**config.mk**
```make
export PLATFORM = sky130hd
export DESIGN_NAME = hart_tx_seq
export DESIGN_NICKNAME = d
export VERILOG_FILES = /design/src/rtl/hart_tx_pkg.sv /design/src/rtl/hart_bit_timer.sv /design/src/rtl/hart_char_shifter.sv /design/src/rtl/hart_tx_seq.sv
export SDC_FILE = /design/constraint.sdc
export NUM_CORES = 1
export LEC_CHECK = 0
export BUFFER_PORTS_ARGS = -buffer_cell sky130_fd_sc_hd__buf_2
export CAP_MARGIN = 5
export CORE_MARGIN = 2
export CORE_UTILIZATION = 40
export CTS_CLUSTER_SIZE = 12
export DETAILED_ROUTE_END_ITERATION = 8
export SETUP_SLACK_MARGIN = 0.15
export SLEW_MARGIN = 20
export SYNTH_ARGS = -nofsm -noshare
export SYNTH_HDL_FRONTEND = slang
export SYNTH_SLANG_ARGS = --single-unit
```
**constraint.sdc**
```tcl
create_clock -name clk -period 2.1 [get_ports clk]
set_clock_uncertainty 0.2 [all_clocks]
set_input_delay 0.21 -clock clk [delete_from_list [all_inputs] [get_ports clk]]
set_output_delay 0.21 -clock clk [all_outputs]
set_load 0.02 [all_outputs]
```
**src/rtl/hart_tx_pkg.sv**
```systemverilog
package hart_tx_pkg;

    typedef enum logic [2:0] {
        ST_IDLE,
        ST_CARRIER_ON,
        ST_PREAMBLE,
        ST_PAYLOAD,
        ST_TAIL
    } seq_state_t;

    localparam int CHAR_BITS = 11;
    localparam logic [7:0] PREAMBLE_BYTE = 8'hFF;

    // start(0), data LSB first, odd parity, stop(1); bit 0 leaves first
    function automatic logic [CHAR_BITS-1:0] build_char(input logic [7:0] d);
        return {1'b1, ~(^d), d, 1'b0};
    endfunction

endpackage

```
**src/rtl/hart_bit_timer.sv**
```systemverilog
module hart_bit_timer #(
    parameter int CLK_PER_BIT = 384
) (
    input  logic clk,
    input  logic rst_n,
    input  logic restart_i,
    output logic tick_o
);
    localparam int CW = (CLK_PER_BIT > 1) ? $clog2(CLK_PER_BIT) : 1;
    localparam logic [CW-1:0] LAST = CW'(CLK_PER_BIT - 1);

    logic [CW-1:0] cnt_q;

    assign tick_o = (cnt_q == LAST);

    always_ff @(posedge clk) begin
        if (!rst_n || restart_i || tick_o) begin
            cnt_q <= '0;
        end else begin
            cnt_q <= cnt_q + 1'b1;
        end
    end
endmodule

```
**src/rtl/hart_char_shifter.sv**
```systemverilog
module hart_char_shifter
    import hart_tx_pkg::*;
(
    input  logic       clk,
    input  logic       rst_n,
    input  logic       load_i,
    input  logic [7:0] data_i,
    input  logic       tick_i,
    output logic       line_o,
    output logic       busy_o,
    output logic       done_o
);
    localparam logic [3:0] LAST_BIT = 4'(CHAR_BITS - 1);

    logic [CHAR_BITS-1:0] sh_q;
    logic [3:0]           bit_q;
    logic                 busy_q;

    assign busy_o = busy_q;
    assign done_o = busy_q && tick_i && (bit_q == LAST_BIT);
    assign line_o = busy_q ? sh_q[0] : 1'b1;

    always_ff @(posedge clk) begin
        if (!rst_n) begin
            sh_q   <= '1;
            bit_q  <= '0;
            busy_q <= 1'b0;
        end else if (load_i) begin
            sh_q   <= build_char(data_i);
            bit_q  <= '0;
            busy_q <= 1'b1;
        end else if (busy_q && tick_i) begin
            if (bit_q == LAST_BIT) begin
                busy_q <= 1'b0;
            end else begin
                sh_q  <= {1'b1, sh_q[CHAR_BITS-1:1]};
                bit_q <= bit_q + 1'b1;
            end
        end
    end
endmodule

```
**src/rtl/hart_tx_seq.sv**
```systemverilog
module hart_tx_seq
    import hart_tx_pkg::*;
#(
    parameter int CLK_PER_BIT   = 384,
    parameter int LEAD_BITS     = 2,
    parameter int PREAMBLE_LEN  = 5,
    parameter int TAIL_BITS     = 1
) (
    input  logic       clk,
    input  logic       rst_n,
    input  logic       start_i,
    input  logic [7:0] tx_data_i,
    input  logic       tx_valid_i,
    input  logic       tx_last_i,
    output logic       tx_ready_o,
    output logic       txd_o,
    output logic       carrier_req_o
);
    localparam int MAXC = (PREAMBLE_LEN > LEAD_BITS)
                        ? ((PREAMBLE_LEN > TAIL_BITS) ? PREAMBLE_LEN : TAIL_BITS)
                        : ((LEAD_BITS > TAIL_BITS) ? LEAD_BITS : TAIL_BITS);
    localparam int PW = $clog2(MAXC + 1);
    localparam logic [PW-1:0] LEAD_END = PW'(LEAD_BITS - 1);
    localparam logic [PW-1:0] PRE_END  = PW'(PREAMBLE_LEN - 1);
    localparam logic [PW-1:0] TAIL_END = PW'(TAIL_BITS - 1);

    seq_state_t state_q, state_d;
    logic [PW-1:0] phase_q;
    logic          last_q;
    logic          tick, busy, done, line;
    logic          load, accept, ready;
    logic [7:0]    load_data;

    hart_bit_timer #(.CLK_PER_BIT(CLK_PER_BIT)) timer_i (
        .clk       (clk),
        .rst_n     (rst_n),
        .restart_i ((state_q == ST_IDLE) || load),
        .tick_o    (tick)
    );

    hart_char_shifter shifter_i (
        .clk    (clk),
        .rst_n  (rst_n),
        .load_i (load),
        .data_i (load_data),
        .tick_i (tick),
        .line_o (line),
        .busy_o (busy),
        .done_o (done)
    );

    // next state
    always_comb begin
        state_d = state_q;
        unique case (state_q)
            ST_IDLE:       if (start_i) state_d = ST_CARRIER_ON;
            ST_CARRIER_ON: if (tick && phase_q == LEAD_END) state_d = ST_PREAMBLE;
            ST_PREAMBLE:   if (done && phase_q == PRE_END) state_d = ST_PAYLOAD;
            ST_PAYLOAD:    if (done && last_q) state_d = ST_TAIL;
            ST_TAIL:       if (tick && phase_q == TAIL_END) state_d = ST_IDLE;
            default:       state_d = ST_IDLE;
        endcase
    end

    // state register and phase bookkeeping
    always_ff @(posedge clk) begin
        if (!rst_n) begin
            state_q <= ST_IDLE;
            phase_q <= '0;
            last_q  <= 1'b0;
        end else begin
            state_q <= state_d;
            if (state_d != state_q) begin
                phase_q <= '0;
            end else if (((state_q == ST_CARRIER_ON) || (state_q == ST_TAIL)) && tick) begin
                phase_q <= phase_q + 1'b1;
            end else if ((state_q == ST_PREAMBLE) && done) begin
                phase_q <= phase_q + 1'b1;
            end
            if (state_q == ST_IDLE) begin
                last_q <= 1'b0;
            end else if (accept && tx_last_i) begin
                last_q <= 1'b1;
            end
        end
    end

    // outputs and shifter control
    always_comb begin
        ready     = (state_q == ST_PAYLOAD) && !last_q && (!busy || done);
        accept    = ready && tx_valid_i;
        load      = 1'b0;
        load_data = PREAMBLE_BYTE;
        unique case (state_q)
            ST_CARRIER_ON: load = tick && (phase_q == LEAD_END);
            ST_PREAMBLE:   load = done && (phase_q != PRE_END);
            ST_PAYLOAD: begin
                load      = accept;
                load_data = tx_data_i;
            end
            default: load = 1'b0;
        endcase
        tx_ready_o    = ready;
        carrier_req_o = (state_q != ST_IDLE);
        txd_o         = line;
    end
endmodule

```
; ---- Yosys cells after proc, flatten, opt, wreduce, memory -nomap -nowiden
; Cells that the tools add are included.
; W data, S select, Z words.
[op_classes]
muxes = 17
n_reduce_logical = 34
addsub = 3
eq_ne = 11
bitwise_logic = 3
[ops]
columns = op, count
row1 = $mux W10, 3
row2 = $mux W3, 7
row3 = $pmux W3 S5, 1
row4 = $logic_and A1 B1 Y1, 13
row5 = $add A9 B1 Y9 const B, 1
row6 = $eq A9 B9 Y1 const B, 1
row7 = $mux W8, 1
row8 = $reduce_xor A8 Y1, 1
row9 = $eq A3 B1 Y1 const B, 2
row10 = $eq A3 B2 Y1 const B, 2
row11 = $eq A3 B3 Y1 const B, 2
row12 = $logic_not A3 Y1, 2
row13 = $reduce_and A2 Y1, 3
row14 = $reduce_bool A2 Y1, 3
row15 = $reduce_or A2 Y1, 3
row16 = $logic_or A1 B1 Y1, 5
row17 = $add A4 B1 Y4 const B, 1
row18 = $eq A4 B4 Y1 const B, 1
row19 = $mux W1, 4
row20 = $add A3 B1 Y3 const B, 1
row21 = $logic_not A1 Y1, 3
row22 = $ne A3 B3 Y1, 1
row23 = $ne A3 B3 Y1 const B, 1
row24 = $not A1 Y1, 3
row25 = 3 further kinds, 3
[word_totals]
in_bits = 13
out_inout_bits = 3
wordCells = 75
ff_bits = 31

; ---- Logic depth before layout (Yosys ltp)
[depth]
word_depth = 10
depth_mapped = 9
mapped_depth_nobuf = 7

; ---- Hierarchy
; Synthesis repeated with hierarchy kept, for this count alone.
[unflattened]
cells_unflattened = 210
hier_area_um2 = 1798.0
[modules_own_cells]
columns = module, cells_each, area_per_inst_um2, instances, seq_area_each_um2
row1 = hart_char_shifter, 87, 794.5, 1, 300.3
row2 = hart_tx_seq, 78, 600.6, 1, 140.1
row3 = hart_bit_timer, 45, 402.9, 1, 180.2

; ---- Worst setup path before layout
; OpenSTA, ideal clock, no wires.
[synth_path]
path_type = register -> register
from = register shifter_i.bit_q[0]
to = register shifter_i.sh_q[0]
path_buffers = 2
t_required_ns = 1.785
setup_slack_ns = 0.028
setup_ns = 0.115
t_arrival_ns = 1.758
stages_incl_launch_ff = 10
period_less_slack_ns = 2.072
cell_sequence = dfxtp_1 inv_1 ha_1 nand3b_1 o31ai_4 and3_1 o21ba_1 buf_6 buf_6 a21bo_1
[synth_between]
elab_chain_len = 8
word_cells_on_any_way = 11
cone_classes = eq/ne: 2 / mux: 2 / reduce/logical: 7
[synth_rtl]
columns = item, line
row1 = start: declaration, hart_char_shifter.sv:16  ; logic [3:0] bit_q;
row2 = start signal: assignment, hart_char_shifter.sv:37  ; bit_q <= bit_q + 1'b1;
row3 = $eq A4 B4 Y1 (*), "hart_char_shifter.sv:20, hart_char_shifter.sv:33"
row4 = $logic_and A1 B1 Y1, hart_char_shifter.sv:20  ; assign done_o = busy_q && tick_i && (bit_q == LAST_BIT);
row5 = $logic_or A1 B1 Y1, hart_tx_seq.sv:90  ; ready = (state_q == ST_PAYLOAD) && !last_q && (!busy || done);
row6 = $logic_and A1 B1 Y1, hart_tx_seq.sv:90
row7 = $logic_and A1 B1 Y1, hart_tx_seq.sv:91  ; accept = ready && tx_valid_i;
row8 = $pmux W1 S3, hart_tx_seq.sv:94  ; unique case (state_q)
row9 = $ne A2 B2 Y1 (no source line) or $reduce_bool A2 Y1 (tied branches), --
row10 = $reduce_and A2 Y1 (no source line), --
row11 = end signal: assignment, hart_char_shifter.sv:29  ; sh_q <= build_char(data_i);
row12 = end signal: assignment, hart_char_shifter.sv:36  ; sh_q <= {1'b1, sh_q[CHAR_BITS-1:1]};
row13 = end: declaration, hart_char_shifter.sv:15  ; logic [CHAR_BITS-1:0] sh_q;
; Every way passes the cells marked *; elsewhere a longest branch is shown, timed or not.
; A chain may end at the register's enable or synchronous reset.

; ---- Final worst setup path
; Ends and elaborated chain as after synthesis.

==> insert_results.sql <==
INSERT INTO impl_metrics (metric_group, metric, value, unit) VALUES
('outcome', 'outcome', 'finished with violations', ''),
('outcome', 'violations', 'negative hold slack', ''),
('synthesis', 'register_area_share_after_synthesis', '0.349', ''),
('sta', 'setup_slack', '108', 'ps'),
('final_layout', 'instances_no_fill', '293', ''),
('place', 'place.detailed.hpwl', '2410', 'µm'),
('die', 'start_util', '0.411', ''),
('sta', 'number_of_hold_violations_in_the_final_report', '1', ''),
('cts', 'clk_pin_slew_worst_paths', '70', 'ps'),
('worst_setup_path', 'rr_endpoint', 'shifter_i.sh_q[0]$_SDFFE_PN1P_', ''),
('run', 'cap_violations', '0', ''),
('final_layout', 'drive_above_1_share', '0.303', ''),
('cts', 'h-tree-depth', '2', ''),
('min_path', 'hold_path_depth', '3', ''),
('place', 'placed_insts', '269', ''),
('pwr', 'power_leakage', '1.03', 'nW'),
('place', 'port_buffers', '15', ''),
('worst_setup_path', 'regToRegSetupSlack', '110', 'ps'),
('worst_setup_path', 'critical_path_class', 'reg -> reg', ''),
('synthesis', 'synth_top_cell_area_share', '0.349', ''),
('worst_setup_path', 'slowest_stage', 'sky130_fd_sc_hd__dfxtp_2', ''),
('worst_setup_path', 'critical_path.endpoint', 'shifter_i.sh_q[0]$_SDFFE_PN1P_', ''),
('pwr', 'power.ir.vdd_worst', '0.265', 'mV'),
('min_path', 'hp-class', 'in -> reg', ''),
('sta', 'worst_hold_slack', '-0.429', 'ps'),
('drt', 'drt-pass1-iter-count', '4', ''),
('final_layout', 'multi_input_area', '1130', 'µm²'),
('worst_setup_path', 'critical_path_sink_type', 'register', ''),
('synthesis', 'ys.warnings.count', '0', ''),
('final_layout', 'sequential_cell_area', '628', 'µm²'),
('global_route', 'grt.overflow.total', '0', ''),
('synthesis', 'synth_area', '1780', 'µm²'),
('synthesis', 'synth_top_cell_by_area', 'sky130_fd_sc_hd__dfxtp_1', ''),
('worst_setup_path', 'startpoint_of_the_worst_register_to_register_path', 'shifter_i.bit_q[0]$_SDFFE_PP0P_', ''),
('die', 'boundaryPins', '16', ''),
('drt', 'remaining_drc_errors', '0', ''),
('cts', 'cts-buffers-inserted', '5', ''),
('sta', 'timing.final.crit_share', '0.949', ''),
('global_route', 'grt_first_pass_wirelength', '6040', 'µm'),
('die', 'chipHeight', '70.7', 'µm'),
('synthesis', 'synth.ff_latch_count', '31', ''),
('final_layout', 'num-fill-cells', '416', ''),
('sta', 'worst-slew-pin-transition', '498', 'ps'),
('synthesis', 'synth_cells', '196', ''),
('worst_setup_path', 'crit_chain', 'inv_2, ha_4, nand3b_1, nor4b_4, buf_12, mux2_1, a21bo_1', ''),
('worst_setup_path', 'max_fanout_on_critical_path', '12', ''),
('final_layout', 'n_antenna_cell', '0', ''),
('sta', 'fmax', '502', 'MHz'),
('drt', 'post_drt_wl_per_cell', '12.5', 'µm'),
('synthesis', 'leading_cell_types_by_total_area_after_synthesis', 'sky130_fd_sc_hd__dfxtp_1 (35%), sky130_fd_sc_hd__mux2i_1 (10%), sky130_fd_sc_hd__nor2_1 (6.1%), sky130_fd_sc_hd__xnor2_1 (5.9%), sky130_fd_sc_hd__ha_1 (4.2%)', ''),
('pwr', 'areal_power_density_over_the_cells', '519', 'nW/µm²'),
('sta', 'finalCriticalPeriod', '1990', 'ps'),
('sta', 'grt_setup_unrepaired', 'true', ''),
('worst_setup_path', 'cp_slowest_stage_delay', '340', 'ps'),
('worst_setup_path', 'setup.worst_path.start_class', 'register', ''),
('final_layout', 'finish.net_count', '259', ''),
('sta', 'count_of_final_setup_violators', '0', ''),
('synthesis', 'post_synth.cell_area_avg', '9.07', 'µm²'),
('cts', 'clk_path_buf_depth', '2', ''),
('final_layout', 'areaGrowthSynthToFinish', '30.6', '%'),
('drt', 'vias_post_dr', '1432', ''),
('cts', 'clk-insertion-delay-late', '290', 'ps'),
('final_layout', 'most-common-layout-cells', 'sky130_fd_sc_hd__nor2_1 (28), sky130_fd_sc_hd__dfxtp_1 (27), sky130_fd_sc_hd__buf_4 (27)', ''),
('worst_setup_path', 'critical_path_source', 'shifter_i.bit_q[0]$_SDFFE_PP0P_', ''),
('place', 'gpl.final_weighted_congestion', '0.762', ''),
('cts', 'cts_tree', 'yes', ''),
('synthesis', 'synth.net_count', '215', ''),
('global_route', 'grt_antenna_before_repair', '0', ''),
('die', 'die_w', '70.7', 'µm'),
('final_layout', 'layout.cells.most_common', 'sky130_fd_sc_hd__nor2_1', ''),
('die', 'dieArea', '4990', 'µm²');
==> repair_timing <==
action	CTS	global route
cloned	0	1
setup buffers	10	4
endpoints found under the hold margin	1	0
hold buffers	1	0
pin swaps	4	3
setup endpoints to repair	19	28
gates resized for setup	8	6
==> how the worst min path moves through the flow <==
stage	startpoint	to	slack (ps)
after detailed placement	timer_i.cnt_q[0]$_SDFF_PP0_	timer_i.cnt_q[0]$_SDFF_PP0_	230
after global routing	tx_data_i[2]	shifter_i.sh_q[3]$_SDFFE_PN1P_	20
after floorplan	rst_n	last_q$_SDFFE_PP0P_	140
after CTS	tx_data_i[3]	shifter_i.sh_q[4]$_SDFFE_PN1P_	0.07
after global placement	timer_i.cnt_q[0]$_SDFF_PP0_	timer_i.cnt_q[0]$_SDFF_PP0_	230
final	tx_data_i[2]	shifter_i.sh_q[3]$_SDFFE_PN1P_	-0.4
==> cell usage after synthesis, drive strengths merged <==
cell type / n
dfxtp: 31
nor2: 29
mux2i: 18
xnor2: 12
and2: 11
inv: 9
a21oi: 7
buf: 6
ha: 6
nand2b: 6
and3: 5
nand2: 5
xor2: 5
nand3: 4
nor3: 4
a21boi: 3
a31oi: 3
clkbuf: 3
nand3b: 3
nand4b: 3
o21ai: 3
mux2: 2
nand4: 2
nor3b: 2
o311ai: 2
o31ai: 2
or3: 2
a21bo: 1
a21o: 1
nor4b: 1
o2111a: 1
o211ai: 1
o21a: 1
o21ba: 1
or2: 1
==> per-stage QoR <==
step | util | instance area, µm²
floorplan | - | 1810
global placement | 0.468 | 2020
detailed placement | 0.468 | 2020
CTS | 0.518 | 2240
global route | 0.537 | 2320
finish | 0.537 | 2320
==> metal layers <==
metal	vias to the layer above	wire length, µm	track usage
li1	756	-	-
met1	646	1750	0.188
met2	22	1700	0.245
met3	8	120	0.0356
met4	0	82	0.0881
met5	-	0	0
==> kinds of logic after synthesis <==
| kind of cell | Yosys count | share of synthesized area |
|---|---|---|
| simple gates | 78 | 0.251 |
| flops | 31 | 0.349 |
| compound gates | 26 | 0.108 |
| mux | 20 | 0.114 |
| buf+inv | 18 | 0.0528 |
| xor+xnor | 17 | 0.0837 |
| fa+ha+maj | 6 | 0.0422 |
==> sequential cells by signal, indices dropped and copies added (netlist names) <==
register          count
shifter_i.bit_q       4
shifter_i.busy_o      1
phase_q               3
state_q               3
last_q                1
shifter_i.sh_q       10
timer_i.cnt_q         9
==> power by group <==
group          total (mW)  internal, mW  switching (mW)
clock               0.528         0.298           0.230
sequential          0.595         0.590         0.00458
combinational      0.0837        0.0417          0.0420
==> layout make-up <==
type | count | share of cell area
Multi-Input combinational cell | 147 | 0.488
Sequential cell | 31 | 0.270
Timing Repair Buffer | 46 | 0.155
Clock buffer | 7 | 0.0415
Tap cell | 52 | 0.0280
Inverter | 9 | 0.0145
Clock inverter | 1 | 0.00323
==> critical path: cells and delay by family, from the launching register on <==
kind / cells / cell delay (ps)
simple gates: 2 / 470
flops: 1 / 340
mux: 1 / 310
buf+inv: 2 / 220
compound gates: 1 / 180
fa+ha+maj: 1 / 150
No activity file was read; power rests on OpenSTA's default activity.
